`config.mk`:
```
export PLATFORM = sky130hd
export DESIGN_NAME = muldiv_unit
export DESIGN_NICKNAME = d
export VERILOG_FILES = /design/src/rtl/mdu_pkg.sv /design/src/rtl/mdu_mul_seq.sv /design/src/rtl/mdu_div_seq.sv /design/src/rtl/mdu_acc_sat.sv /design/src/rtl/muldiv_unit.sv
export SDC_FILE = /design/constraint.sdc
export NUM_CORES = 2
export LEC_CHECK = 0
export BUFFER_PORTS_ARGS = -buffer_cell sky130_fd_sc_hd__buf_2
export CAP_MARGIN = 20
export CELL_PAD_IN_SITES_DETAIL_PLACEMENT = 0
export CELL_PAD_IN_SITES_GLOBAL_PLACEMENT = 1
export CORE_ASPECT_RATIO = 2
export CORE_UTILIZATION = 53
export CTS_CLUSTER_DIAMETER = 150
export DETAILED_ROUTE_END_ITERATION = 16
export HOLD_SLACK_MARGIN = 0.12
export PLACE_DENSITY_LB_ADDON = 0.1
export SLEW_MARGIN = 0
export SYNTH_ARGS = -nofsm -noshare
export SYNTH_HDL_FRONTEND = slang
export SYNTH_SLANG_ARGS = --single-unit
```
`constraint.sdc`:
```
create_clock -name clk -period 30.9 [get_ports clk]
set_input_delay 9.27 -clock clk [delete_from_list [all_inputs] [get_ports clk]]
set_output_delay 9.27 -clock clk [all_outputs]
set_load 0.05 [all_outputs]
```
`src/rtl/mdu_pkg.sv`:
```
package mdu_pkg;
  typedef enum logic [3:0] {
    OPC_MUL_S  = 4'd0,
    OPC_MUL_U  = 4'd1,
    OPC_MAC_S  = 4'd2,
    OPC_MAC_U  = 4'd3,
    OPC_MSB_S  = 4'd4,
    OPC_MSB_U  = 4'd5,
    OPC_MUL_LO = 4'd6,
    OPC_DIV_S  = 4'd7,
    OPC_DIV_U  = 4'd8,
    OPC_SET_HI = 4'd9,
    OPC_SET_LO = 4'd10
  } mdu_op_e;

  function automatic logic op_is_mul(input logic [3:0] c);
    return c <= 4'd6;
  endfunction

  function automatic logic op_is_div(input logic [3:0] c);
    return (c == 4'd7) || (c == 4'd8);
  endfunction

  function automatic logic op_is_uns(input logic [3:0] c);
    return (c == 4'd1) || (c == 4'd3) || (c == 4'd5) || (c == 4'd8);
  endfunction
endpackage

```
`src/rtl/mdu_mul_seq.sv`:
```
module mdu_mul_seq #(
  parameter int W     = 32,
  parameter int DIGIT = 8
) (
  input  logic           clk,
  input  logic           rst_n,
  input  logic           start,
  input  logic           sgn,
  input  logic [W-1:0]   a,
  input  logic [W-1:0]   b,
  output logic           done,
  output logic [2*W-1:0] result
);
  localparam int PW    = 2 * W;
  localparam int STEPS = W / DIGIT;
  localparam int CW    = $clog2(STEPS + 1) + 1;
  localparam logic [CW-1:0] PH_LAST = CW'(STEPS - 1);
  localparam logic [CW-1:0] PH_FIX  = CW'(STEPS);

  logic          active, sgn_q, neg_q;
  logic [W-1:0]  ma, mb, mb_sh;
  logic [PW-1:0] acc, part, acc_nx;
  logic [CW-1:0] ph;
  logic          mag_end, fix_ph;

  always_comb begin
    mb_sh   = mb >> (DIGIT * ph);
    part    = ({{W{1'b0}}, ma} * {{(PW-DIGIT){1'b0}}, mb_sh[DIGIT-1:0]}) << (DIGIT * ph);
    acc_nx  = acc + part;
    mag_end = active && (ph == PH_LAST);
    fix_ph  = active && sgn_q && (ph == PH_FIX);
    done    = (mag_end && !sgn_q) || fix_ph;
    result  = fix_ph ? (neg_q ? -acc : acc) : acc_nx;
  end

  always_ff @(posedge clk or negedge rst_n) begin
    if (!rst_n) begin
      active <= 1'b0;
      sgn_q  <= 1'b0;
      neg_q  <= 1'b0;
      ma     <= '0;
      mb     <= '0;
      acc    <= '0;
      ph     <= '0;
    end else if (start) begin
      active <= 1'b1;
      sgn_q  <= sgn;
      neg_q  <= sgn && (a[W-1] ^ b[W-1]);
      ma     <= (sgn && a[W-1]) ? -a : a;
      mb     <= (sgn && b[W-1]) ? -b : b;
      acc    <= '0;
      ph     <= '0;
    end else if (active) begin
      if (done) begin
        active <= 1'b0;
      end else begin
        acc <= acc_nx;
        ph  <= ph + 1'b1;
      end
    end
  end
endmodule

```
`src/rtl/mdu_div_seq.sv`:
```
module mdu_div_seq #(
  parameter int W = 32
) (
  input  logic         clk,
  input  logic         rst_n,
  input  logic         start,
  input  logic         sgn,
  input  logic [W-1:0] a,
  input  logic [W-1:0] b,
  output logic         done,
  output logic [W-1:0] quo,
  output logic [W-1:0] rem
);
  localparam int CW = $clog2(W + 3) + 1;
  localparam logic [CW-1:0] PH_ITER_END = CW'(W);
  localparam logic [CW-1:0] PH_END      = CW'(W + 1);
  localparam logic [CW-1:0] PH_SDONE    = CW'(W + 2);

  logic          active, sgn_q, qneg, rneg;
  logic [W-1:0]  a_q, b_q, dv;
  logic [CW-1:0] ph;
  logic [W+1:0]  trial;

  always_comb begin
    trial = {1'b0, rem, quo[W-1]} - {2'b00, dv};
    done  = active && (((ph == PH_END) && !sgn_q) || (ph == PH_SDONE));
  end

  always_ff @(posedge clk or negedge rst_n) begin
    if (!rst_n) begin
      active <= 1'b0;
      sgn_q  <= 1'b0;
      qneg   <= 1'b0;
      rneg   <= 1'b0;
      a_q    <= '0;
      b_q    <= '0;
      dv     <= '0;
      quo    <= '0;
      rem    <= '0;
      ph     <= '0;
    end else if (start) begin
      active <= 1'b1;
      sgn_q  <= sgn;
      qneg   <= sgn && (a[W-1] ^ b[W-1]);
      rneg   <= sgn && a[W-1];
      a_q    <= a;
      b_q    <= b;
      ph     <= '0;
    end else if (active) begin
      if (ph == '0) begin
        quo <= (sgn_q && a_q[W-1]) ? -a_q : a_q;
        dv  <= (sgn_q && b_q[W-1]) ? -b_q : b_q;
        rem <= '0;
        ph  <= ph + 1'b1;
      end else if (ph <= PH_ITER_END) begin
        if (!trial[W+1]) begin
          rem <= trial[W-1:0];
          quo <= {quo[W-2:0], 1'b1};
        end else begin
          rem <= {rem[W-2:0], quo[W-1]};
          quo <= {quo[W-2:0], 1'b0};
        end
        ph <= ph + 1'b1;
      end else if (ph == PH_END && sgn_q) begin
        quo <= qneg ? -quo : quo;
        rem <= rneg ? -rem : rem;
        ph  <= ph + 1'b1;
      end else begin
        active <= 1'b0;
      end
    end
  end
endmodule

```
`src/rtl/mdu_acc_sat.sv`:
```
module mdu_acc_sat #(
  parameter int PW = 64
) (
  input  logic [PW-1:0] base,
  input  logic [PW-1:0] prod,
  input  logic          sub,
  input  logic          sgn,
  input  logic          sat,
  output logic [PW-1:0] sum,
  output logic          ovf
);
  localparam logic [PW-1:0] POS_MAX = {1'b0, {(PW-1){1'b1}}};
  localparam logic [PW-1:0] NEG_MAX = {1'b1, {(PW-1){1'b0}}};

  logic [PW-1:0] raw;

  always_comb begin
    raw = sub ? (base - prod) : (base + prod);
    if (sub)
      ovf = sgn && (base[PW-1] != prod[PW-1]) && (raw[PW-1] != base[PW-1]);
    else
      ovf = sgn && (base[PW-1] == prod[PW-1]) && (raw[PW-1] != base[PW-1]);
    if (ovf && sat)
      sum = base[PW-1] ? NEG_MAX : POS_MAX;
    else
      sum = raw;
  end
endmodule

```
`src/rtl/muldiv_unit.sv`:
```
module muldiv_unit
  import mdu_pkg::*;
#(
  parameter int W     = 32,
  parameter int DIGIT = 8
) (
  input  logic         clk,
  input  logic         rst_n,
  input  logic         op_valid,
  output logic         op_ready,
  input  logic [3:0]   op_code,
  input  logic [W-1:0] op_a,
  input  logic [W-1:0] op_b,
  input  logic         op_sat,
  output logic         busy,
  output logic         ovf_flag,
  input  logic         rd_valid,
  input  logic         rd_sel,
  output logic         rd_ready,
  output logic [W-1:0] rd_data
);
  localparam int PW = 2 * W;

  logic          busy_q;
  logic [W-1:0]  hi_q, lo_q;
  logic [3:0]    cur_op;
  logic          sat_q;
  logic          accept, start_mul, start_div, op_sgn;
  logic          mul_done, div_done;
  logic [PW-1:0] mul_res, acc_sum;
  logic [W-1:0]  div_q, div_r;
  logic          acc_ovf, acc_sub, acc_sgn;

  always_comb begin
    op_ready  = !busy_q;
    rd_ready  = !busy_q;
    busy      = busy_q;
    accept    = op_valid && op_ready;
    start_mul = accept && op_is_mul(op_code);
    start_div = accept && op_is_div(op_code);
    op_sgn    = !op_is_uns(op_code);
    acc_sub   = (cur_op == OPC_MSB_S) || (cur_op == OPC_MSB_U);
    acc_sgn   = (cur_op == OPC_MAC_S) || (cur_op == OPC_MSB_S);
    rd_data   = rd_valid ? (rd_sel ? hi_q : lo_q) : '0;
  end

  mdu_mul_seq #(.W(W), .DIGIT(DIGIT)) u_mul (
    .clk(clk), .rst_n(rst_n), .start(start_mul), .sgn(op_sgn),
    .a(op_a), .b(op_b), .done(mul_done), .result(mul_res)
  );

  mdu_div_seq #(.W(W)) u_div (
    .clk(clk), .rst_n(rst_n), .start(start_div), .sgn(op_sgn),
    .a(op_a), .b(op_b), .done(div_done), .quo(div_q), .rem(div_r)
  );

  mdu_acc_sat #(.PW(PW)) u_acc (
    .base({hi_q, lo_q}), .prod(mul_res), .sub(acc_sub), .sgn(acc_sgn),
    .sat(sat_q), .sum(acc_sum), .ovf(acc_ovf)
  );

  always_ff @(posedge clk or negedge rst_n) begin
    if (!rst_n) begin
      busy_q   <= 1'b0;
      hi_q     <= '0;
      lo_q     <= '0;
      cur_op   <= '0;
      sat_q    <= 1'b0;
      ovf_flag <= 1'b0;
    end else if (accept) begin
      if (op_code == OPC_SET_HI) begin
        hi_q <= op_a;
      end else if (op_code == OPC_SET_LO) begin
        lo_q <= op_a;
      end else if (start_mul || start_div) begin
        busy_q <= 1'b1;
        cur_op <= op_code;
        sat_q  <= op_sat;
      end
    end else if (busy_q && mul_done) begin
      busy_q <= 1'b0;
      case (cur_op)
        OPC_MUL_S, OPC_MUL_U: {hi_q, lo_q} <= mul_res;
        OPC_MUL_LO:           lo_q <= mul_res[W-1:0];
        default: begin
          {hi_q, lo_q} <= acc_sum;
          ovf_flag     <= ovf_flag | acc_ovf;
        end
      endcase
    end else if (busy_q && div_done) begin
      busy_q <= 1'b0;
      hi_q   <= div_r;
      lo_q   <= div_q;
    end
  end
endmodule

```
==> flow_summary.json <==
{
  "design_area_um2": 45900,
  "synthFlopType": "dfrtp_1",
  "placed_area_um2": 44400,
  "cts.clk_slew.worst_paths_ns": 0.06,
  "cts_buffer_depth": 3,
  "cts_tree": "yes",
  "cts_setup_buffers": 0,
  "gp_congestion": 1.03,
  "core-area_um2": 80600,
  "insertion_delay_ns": 0.61,
  "grt_use_total": 0.441,
  "synth-seq-cells": 377,
  "htreeDepth": 2,
  "hold_buffers": 0,
  "hold_class": "reg -> reg",
  "die_w_um": 204,
  "grt_max_degree": 148,
  "worstPathMaxFanout": 32,
  "fp.dieH_um": 406,
  "setup_viol": 0,
  "portBuffers": 109,
  "slowest_stage": "buf_2",
  "postCtsResizedCells": 0,
  "drtPass1Iterations": 6,
  "fin_crit_ns": 20.05,
  "dr.first_iter.drc_count": 3849,
  "syn_area_um2": 43300,
  "wl_mm": 182,
  "vias_per_cell": 6.61,
  "grt_pass1_vias": 42700,
  "async_flop_share": 1.00,
  "synth.avg_cell_area_um2": 7.68,
  "rsz0062_at_grt": "false",
  "antenna_left": 0,
  "synth_area_leaders": "dfrtp_1, fa_1, nand2_1",
  "final_core_util": 0.570,
  "synth_cells": 5638,
  "grt_overflow": 0,
  "layout.nets": 6014,
  "synth_edf_count": 0,
  "core.rowCount": 147,
  "cap_viol_max_count": 0,
  "hold_ws_ns": 0.468,
  "grt_antenna_before_repair": 9,
  "worstPathCellList": "buf_2, mux2i_1, nor2b_1, buf_2",
  "end_kind": "output port",
  "wire_per_inst_um": 27.6,
  "ios": 110,
  "finalMaxSlewViolations": 0,
  "cts_buffers": 39,
  "die_area_um2": 82900,
  "max_stage_delay_ns": 0.80,
  "tns_ns": 0,
  "layout-drive-gt1-share": 0.0617,
  "arrival_ns": 10.78,
  "crit_type": "in -> out",
  "synth.distinct_cells": 94,
  "crit_path_frequent_cell": "buf_2",
  "grt_pass1_wl_mm": 271,
  "status": "completed",
  "ys_seq_area_frac": 0.218,
  "timing.fmax_mhz": 49.9,
  "cp.buffers_inverters": 2,
  "clockRootBuffer": "clkbuf_16",
  "fill_cells": 7934,
  "tightestPinTransition_ns": 1.50,
  "synth_area_leader_cell": "dfrtp_1",
  "synth_top_area_frac": 0.218,
  "period_share": 0.649,
  "worstPathRequired_ns": 21.63,
  "critPathTopFamily": "buffers and inverters",
  "clock_skew_ns": 0.0260,
  "yosys_warnings": 0,
  "num_vias": 43700,
  "place_hpwl_mm": 142,
  "start_util": 0.537,
  "crit_path_start_kind": "input pin",
  "hold_viol": 0,
  "areaGrowthSynthToFinish_pct": 6.09,
  "drc": 0,
  "synth.net_count": 6127,
  "cts_num_sinks": 377,
  "maxSlewHeadroom": 0.000203
}
## cell type report
type | instances | area, um^2 | area share
inverter | 313 | 1170 | 0.0256
multi-input combinational | 4624 | 31500 | 0.687
clock buffer | 48 | 1060 | 0.0231
clock inverter | 23 | 355 | 0.00774
tap | 1043 | 1310 | 0.0284
timing repair buffer | 170 | 1030 | 0.0223
antenna | 4 | 10.0 | 0.000218
sequential | 377 | 9440 | 0.206
## flip-flops by register name, summed over array words and instances, names as in the netlist, 4 cells and up
| name | flops |
|---|---|
| u_div.b_q | 32 |
| lo_q | 32 |
| u_div.ph | 7 |
| u_mul.mb | 32 |
| u_mul.acc | 64 |
| u_mul.ma | 32 |
| u_mul.ph | 4 |
| u_div.a_q | 32 |
| hi_q | 32 |
| u_div.rem | 32 |
| u_div.quo | 32 |
| u_div.dv | 32 |
| cur_op | 4 |
## cell usage in the layout (no fill, tap or decap), drive strengths merged, types with 78 or more instances in the layout
cell type and n:
nand3 88, or3 105, xor2 186, and3 239
buf 167, a21o 113, inv 312, ha 232
xnor2 214, a21oi 384, nand2 805, dfrtp 377
nor2 439, o31ai 78, nor3 116, fa 183
o21ai 441
## stage by stage
stage	std cells	setup WS [ns]
CTS	6593	10.91
global placement	6521	11.00
global route	6598	10.81
finish	6602	10.85
floorplan	5638	10.85
detailed placement	6522	10.92
## logic make-up (layout without fill, tap and decap cells)
family	after synthesis	after routing	synth area share
buffers and inverters	637	554	0.0562
XOR/XNOR	400	400	0.0810
other	0	4	0
multiplexers	96	96	0.0250
adder cells (fa/ha/maj)	415	415	0.152
AO/OA/AOI/OAI	1587	1587	0.235
AND/OR/NAND/NOR	2126	2126	0.233
flip-flops	377	377	0.218
## routing by layer
metal,vias up,part of all wire,global-route usage
li1,19800,-,-
met1,21100,0.33,0.448
met2,1967,0.48,0.742
met3,755,0.068,0.0761
met4,12,0.13,0.456
met5,-,0.00046,0
## path summary, 6_finish.rpt
kind | startpoint | end | slack (ns) | cells after the start
worst min register to register | ovf_flag$_DFFE_PN0P_ | ovf_flag$_DFFE_PN0P_ | 0.47 | 2
worst min-delay path | ovf_flag$_DFFE_PN0P_ | ovf_flag$_DFFE_PN0P_ | 0.47 | 2
max in group asynchronous | rst_n | u_mul.acc[59]$_DFFE_PN0P_ | 19.88 | 3
worst max register to register | u_mul.ph[2]$_DFFE_PN0P_ | lo_q[29]$_DFFE_PN0P_ | 13.33 | 52
min in group asynchronous | rst_n | u_div.a_q[4]$_DFFE_PN0P_ | 8.69 | 1
worst max-delay path | rd_sel | rd_data[16] | 10.85 | 4
## worst min-delay path, stage by stage (launching register included)
cell	delay (ns)
dfrtp_1	0.34
inv_1	0.04
o31ai_1	0.05
## cells in the mapped netlist (74+ instances only)
library cell	count
nand2_1	804
nor2_1	439
o21ai_0	433
a21oi_1	383
dfrtp_1	377
inv_1	310
clkbuf_1	284
and3_1	239
ha_1	232
xnor2_1	214
xor2_1	186
fa_1	183
nor3_1	116
a21o_1	113
or3_1	105
nand3_1	87
o31ai_1	76
nor2b_1	74
Power is not shown: default switching activity piles up to over one toggle a cycle in this logic, so the estimate is an artifact.
